### src/rtl/wpg_pkg.sv
package wpg_pkg;

  typedef enum logic [2:0] {
    OP_IDLE     = 3'd0,
    OP_WEN_SET  = 3'd1,
    OP_WEN_CLR  = 3'd2,
    OP_FLAG_SET = 3'd3,
    OP_FLAG_CLR = 3'd4,
    OP_SR_WR    = 3'd5,
    OP_ARR_WR   = 3'd6,
    OP_RSVD     = 3'd7
  } op_e;

  localparam int SB_W    = 8;
  localparam int SB_BUSY = 0;
  localparam int SB_WEN  = 1;
  localparam int SB_BLK  = 2;
  localparam int SB_FLAG = 4;
  localparam int SB_LOCK = 7;

  localparam logic [SB_W-1:0] NV_MASK = 8'h8C;

  function automatic logic sr_locked(input logic lock_en, input logic wp_n);
    return lock_en & ~wp_n;
  endfunction

  function automatic logic sr_data_bad(input logic [SB_W-1:0] d);
    return d[1:0] != 2'b00;
  endfunction

endpackage

### src/rtl/wpg_judge.sv
module wpg_judge
  import wpg_pkg::*;
#(
  parameter int ADDR_W = 12
) (
  input  logic              op_valid,
  input  op_e               op,
  input  logic              cs_ok,
  input  logic              busy,
  input  logic              wen,
  input  logic [1:0]        blk,
  input  logic              lock_en,
  input  logic              wp_n,
  input  logic [SB_W-1:0]   sr_data,
  input  logic [ADDR_W-1:0] addr,
  output logic              addr_prot,
  output logic              arr_grant,
  output logic              sr_grant,
  output logic              refuse,
  output logic              wen_set,
  output logic              wen_clr,
  output logic              flag_set,
  output logic              flag_clr
);

  localparam logic [ADDR_W-1:0] QTR_BASE  = ADDR_W'(3) << (ADDR_W - 2);
  localparam logic [ADDR_W-1:0] HALF_BASE = ADDR_W'(1) << (ADDR_W - 1);

  function automatic logic in_locked(input logic [1:0] b, input logic [ADDR_W-1:0] a);
    case (b)
      2'b00:   return 1'b0;
      2'b01:   return a >= QTR_BASE;
      2'b10:   return a >= HALF_BASE;
      default: return 1'b1;
    endcase
  endfunction

  logic qualified;
  logic try_arr;
  logic try_sr;
  logic sr_bad;

  always_comb begin
    qualified = op_valid & cs_ok;
    addr_prot = in_locked(blk, addr);
    wen_set   = qualified && (op == OP_WEN_SET);
    wen_clr   = qualified && (op == OP_WEN_CLR);
    flag_set  = qualified && (op == OP_FLAG_SET);
    flag_clr  = qualified && (op == OP_FLAG_CLR);
    try_arr   = qualified && (op == OP_ARR_WR) && wen && !busy;
    try_sr    = qualified && (op == OP_SR_WR) && wen && !busy;
    sr_bad    = sr_locked(lock_en, wp_n) | sr_data_bad(sr_data);
    arr_grant = try_arr & ~addr_prot;
    sr_grant  = try_sr & ~sr_bad;
    refuse    = (try_arr & addr_prot) | (try_sr & sr_bad);
  end

endmodule

### src/rtl/wpg_latches.sv
module wpg_latches (
  input  logic clk,
  input  logic rst_n,
  input  logic wen_set,
  input  logic wen_clr,
  input  logic refuse,
  input  logic nv_done,
  input  logic flag_set,
  input  logic flag_clr,
  output logic wen,
  output logic flag
);

  always_ff @(posedge clk or negedge rst_n) begin
    if (!rst_n) begin
      wen <= 1'b0;
    end else if (wen_set) begin
      wen <= 1'b1;
    end else if (wen_clr || refuse || nv_done) begin
      wen <= 1'b0;
    end
  end

  always_ff @(posedge clk or negedge rst_n) begin
    if (!rst_n) begin
      flag <= 1'b0;
    end else if (flag_set) begin
      flag <= 1'b1;
    end else if (flag_clr) begin
      flag <= 1'b0;
    end
  end

endmodule

### src/rtl/wpg_nvregs.sv
module wpg_nvregs
  import wpg_pkg::*;
(
  input  logic            clk,
  input  logic            rst_n,
  input  logic            sr_grant,
  input  logic [SB_W-1:0] sr_data,
  input  logic            nv_done,
  output logic [1:0]      blk,
  output logic            lock_en,
  output logic            pending,
  output logic            commit
);

  logic [SB_W-1:0] held_q;
  logic [SB_W-1:0] live_q;

  assign commit  = nv_done & pending;
  assign blk     = live_q[SB_BLK +: 2];
  assign lock_en = live_q[SB_LOCK];

  always_ff @(posedge clk or negedge rst_n) begin
    if (!rst_n) begin
      held_q  <= '0;
      pending <= 1'b0;
    end else if (sr_grant) begin
      held_q  <= sr_data & NV_MASK;
      pending <= 1'b1;
    end else if (nv_done) begin
      pending <= 1'b0;
    end
  end

  always_ff @(posedge clk or negedge rst_n) begin
    if (!rst_n) begin
      live_q <= '0;
    end else if (commit) begin
      live_q <= held_q;
    end
  end

endmodule

### src/rtl/wp_guard.sv
module wp_guard
  import wpg_pkg::*;
#(
  parameter int ADDR_W = 12
) (
  input  logic              clk,
  input  logic              rst_n,
  input  logic              op_valid_i,
  input  logic [2:0]        op_code_i,
  input  logic              cs_ok_i,
  input  logic [7:0]        sr_data_i,
  input  logic [ADDR_W-1:0] addr_i,
  input  logic              wp_n_i,
  input  logic              wip_i,
  output logic [7:0]        status_o,
  output logic              addr_prot_o,
  output logic              sr_grant_o,
  output logic              arr_grant_o
);

  logic       wip_q;
  logic       nv_done_w;
  logic       busy_w;
  logic       wen_w;
  logic       flag_w;
  logic [1:0] blk_w;
  logic       lock_en_w;
  logic       pending_w;
  logic       commit_w;
  logic       refuse_w;
  logic       wen_set_w;
  logic       wen_clr_w;
  logic       flag_set_w;
  logic       flag_clr_w;

  always_ff @(posedge clk or negedge rst_n) begin
    if (!rst_n) wip_q <= 1'b0;
    else        wip_q <= wip_i;
  end

  assign nv_done_w = wip_q & ~wip_i;
  assign busy_w    = wip_i | pending_w;

  wpg_judge #(.ADDR_W(ADDR_W)) u_judge (
    .op_valid  (op_valid_i),
    .op        (op_e'(op_code_i)),
    .cs_ok     (cs_ok_i),
    .busy      (busy_w),
    .wen       (wen_w),
    .blk       (blk_w),
    .lock_en   (lock_en_w),
    .wp_n      (wp_n_i),
    .sr_data   (sr_data_i),
    .addr      (addr_i),
    .addr_prot (addr_prot_o),
    .arr_grant (arr_grant_o),
    .sr_grant  (sr_grant_o),
    .refuse    (refuse_w),
    .wen_set   (wen_set_w),
    .wen_clr   (wen_clr_w),
    .flag_set  (flag_set_w),
    .flag_clr  (flag_clr_w)
  );

  wpg_latches u_latches (
    .clk      (clk),
    .rst_n    (rst_n),
    .wen_set  (wen_set_w),
    .wen_clr  (wen_clr_w),
    .refuse   (refuse_w),
    .nv_done  (nv_done_w),
    .flag_set (flag_set_w),
    .flag_clr (flag_clr_w),
    .wen      (wen_w),
    .flag     (flag_w)
  );

  wpg_nvregs u_nvregs (
    .clk      (clk),
    .rst_n    (rst_n),
    .sr_grant (sr_grant_o),
    .sr_data  (sr_data_i),
    .nv_done  (nv_done_w),
    .blk      (blk_w),
    .lock_en  (lock_en_w),
    .pending  (pending_w),
    .commit   (commit_w)
  );

  always_comb begin
    status_o                 = '0;
    status_o[SB_BUSY]        = busy_w;
    status_o[SB_WEN]         = wen_w;
    status_o[SB_BLK +: 2]    = blk_w;
    status_o[SB_FLAG]        = flag_w;
    status_o[SB_LOCK]        = lock_en_w;
  end

endmodule

### config.mk
export PLATFORM = sky130hd
export DESIGN_NAME = wp_guard
export DESIGN_NICKNAME = d
export VERILOG_FILES = /design/src/rtl/wpg_pkg.sv /design/src/rtl/wpg_judge.sv /design/src/rtl/wpg_latches.sv /design/src/rtl/wpg_nvregs.sv /design/src/rtl/wp_guard.sv
export SDC_FILE = /design/constraint.sdc
export NUM_CORES = 1
export LEC_CHECK = 0
export ABC_AREA = 0
export CORE_MARGIN = 4
export CORE_UTILIZATION = 34
export DETAILED_ROUTE_END_ITERATION = 10
export PLACE_DENSITY = 0.77
export SLEW_MARGIN = 20
export SYNTH_ARGS = -nofsm -noshare
export SYNTH_HDL_FRONTEND = slang
export SYNTH_SLANG_ARGS = --single-unit
### constraint.sdc
create_clock -name clk -period 2.15 [get_ports clk]
set_clock_uncertainty 0.2 [all_clocks]
set_input_delay 0.43 -clock clk [delete_from_list [all_inputs] [get_ports clk]]
set_output_delay 0.43 -clock clk [all_outputs]
set_load 0.01 [all_outputs]
==> impl_metrics.csv <==
group,metric,value,unit
power,p_comb_share,20.0,%
clock_network,cts_made_buffers,3,
worst_setup_path,worstSetupStartpointType,"register",
placement,place_area,937,sq um
timing,setup_viol,0,
global_routing,grt_util_all_layers,14.0,%
finish,area_delta_synth_final,73.1,%
power,power.density,383,nW/um^2
finish,drive_gt1_share,46.4,%
clock_network,clockRootBuffer,"clkbuf_4",
worst_setup_path,cp_max_fo,4,
worst_setup_path,timing.rr.end,"u_nvregs.held_q[2]$_DFFE_PN0P_",
worst_hold_path,hold_path_class,"primary input to asynchronous set/reset pin",
drt,finalWirelength,1570,um
timing,min_period,2080,ps
global_routing,grt_overflow,0,
drt,drtIter0Drc,0,
worst_setup_path,startpoint,"u_nvregs.pending$_DFFE_PN0P_",
clock_network,cts_buffer_depth,2,
synth,synth_cell_types,27,
synth,synth_edf_count,0,
power,clkPwrFrac,31.1,%
drt,drcViolationCount,0,
worst_setup_path,worst_ep_arrival_time,1450,ps
die,fp.dieW,49.8,um
clock_network,holdBufCountCts,0,
synth,synth_area,594,sq um
synth,yosys_warnings,0,
finish,final_core_utilization,65.2,%
placement,preCtsSetupSlack,-684,ps
timing,relSlewSlack,64.8,%
synth,synthArstFlopShare,100,%
synth,synth-seq-cells,10,
die,row_count,14,
worst_setup_path,critPathCapture,"sr_grant_o",
synth,seq_area_frac_synth,42.1,%
worst_setup_path,crit_required,1520,ps
worst_setup_path,crit_type,"register to output pin",
clock_network,clkTransAtPathRegs,60,ps
placement,port-buffer-count,24,
power,power.leakage,0.550,nW
finish,mostFrequentLayoutCells,"buf_4 (20), clkdlybuf4s50_1 (10), dfrtp_1 (10)",
die,num_io_pins,40,
power,p_int,0.301,mW
worst_setup_path,reg2reg_setup_slack,410,ps
drt,wl_per_cell,13.9,um
finish,layout.cells.non_filler,113,
die,dieHeight,49.8,um
run,cap_violations,0,
power,p_seq_share,48.9,%
timing,tns,0,ps
power,switchingPower,0.0925,mW
timing,max_freq,0.481,GHz
placement,dp.cells,107,
finish,nets,128,
die,coreArea,1580,sq um
placement,gp_congestion,0.778,
global_routing,antenna_found_initial,0,
worst_setup_path,worstRegToRegCells,5,
clock_network,cts_sinks,10,
timing,worst_pin_slew,521,ps
global_routing,grt_max_degree,11,
worst_setup_path,crit_path_end_kind,"output pin",
die,start_util,37.7,%
timing,period_share,96.7,%
global_routing,grt_first_pass_wirelength,2690,um
synth,ys.flop_type,"dfrtp_1",
drt,vias,541,
timing,final-hold-violation-count,0,
drt,detail-route-antenna-nets,0,
finish,stdcell_area,1030,sq um
run_status,status,"finished, final reports clean",
drt,dr.pass1.iters,1,
timing,worst_slack,70.9,ps
placement,hpwl,1240,um
global_routing,first_global_vias,633,
drt,drt-vias-per-instance,4.79,
finish,final_common_cell,"buf_4",
die,die_area,2480,sq um
finish,antenna_cells,0,
synth,netlist_instances,55,
synth,postSynthAreaPerCell,10.8,sq um
clock_network,clkLatencyLatePin,260,ps
clock_network,h-tree-depth,1,
power,sw_frac_of_total,23.5,%
power,ir_worst_vdd,294,uV
timing,maxSlewViolCount,0,
worst_setup_path,regToRegStartpoint,"u_nvregs.pending$_DFFE_PN0P_",
clock_network,cts_tree,"built",
[through the flow]
stage               power, mW  hold slack (ps)
CTS                     0.395              282
global placement        0.269              275
finish                  0.394              291
global route            0.414              302
detailed placement      0.271              292
floorplan               0.220            -65.6
[cells by family after synthesis]
| group | Yosys count | synth area share, % |
|---|---|---|
| AOI/OAI and AO/OA | 8 | 11.6 |
| buffers and inverters | 9 | 10.7 |
| DFF | 10 | 42.1 |
| muxes | 6 | 13.3 |
| other | 1 | 0.631 |
| and+or+nand+nor | 21 | 21.7 |
[cell type report]
type	instances	area, sq um
Fill cell	133	548
Timing Repair Buffer	45	389
Tap cell	16	20.0
Multi-Input combinational cell	37	339
Clock buffer	3	22.5
Inverter	2	7.51
Sequential cell	10	250
[worst min path at each step]
stage	endpoint	slack, ps	cells after the start
after global placement	u_latches.flag$_DFFE_PN0P_	270	2
final	u_latches.wen$_DFFE_PN0P_	290	1
after global routing	wip_q$_DFF_PN0_	300	2
after CTS	wip_q$_DFF_PN0_	280	2
after detailed placement	u_nvregs.held_q[2]$_DFFE_PN0P_	290	1
after floorplan	u_latches.flag$_DFFE_PN0P_	-70	0
[cells in the mapped netlist (all sizes together) (2+ instances only)]
| library cell | n | share of area [%] |
|---|---|---|
| nand2b | 2 | 2.1 |
| nand2 | 8 | 5.5 |
| nor4 | 2 | 2.1 |
| dfrtp | 10 | 42 |
| inv | 2 | 1.3 |
| nor2 | 2 | 1.3 |
| mux2 | 6 | 13 |
| buf | 7 | 9.5 |
[critical path: stages, from the launching register on]
cell,delay [ps]
dfrtp_1,390
or2_4,280
buf_6,140
nor4_4,220
buf_2,160
[metal layers]
metal | track usage, % | routed length [um] | up-vias | part of all wire, %
met5 | 0 | 0 | - | 0
met4 | 5.53 | 0 | 0 | 0
met3 | 3.31 | 118 | 0 | 7.5
met2 | 25.8 | 802 | 21 | 51
met1 | 15.3 | 647 | 246 | 41
li1 | - | - | 274 | -
[registers in the layout, summed over array words and instances (netlist names)]
name / cells
u_latches.flag: 1
u_nvregs.live_q: 3
u_nvregs.pending: 1
wip_q: 1
u_latches.wen: 1
u_nvregs.held_q: 3
[power by group through the flow]
stage | combinational [mW] | sequential (mW) | clock, mW
2_1_floorplan | 0.0244 | 0.196 | 0
6_report | 0.0786 | 0.192 | 0.122
3_5_place_dp | 0.0748 | 0.196 | 0
3_3_place_gp | 0.0728 | 0.196 | 0
4_1_cts | 0.0757 | 0.192 | 0.127
5_1_grt | 0.0853 | 0.193 | 0.136
[timing repair]
item | CTS | global route
setup endpoints to repair | 4 | 3
pin swaps | 6 | 3
setup buffers | 2 | 1
resized for setup | 28 | 9
No activity file was read; power rests on OpenSTA's default activity.
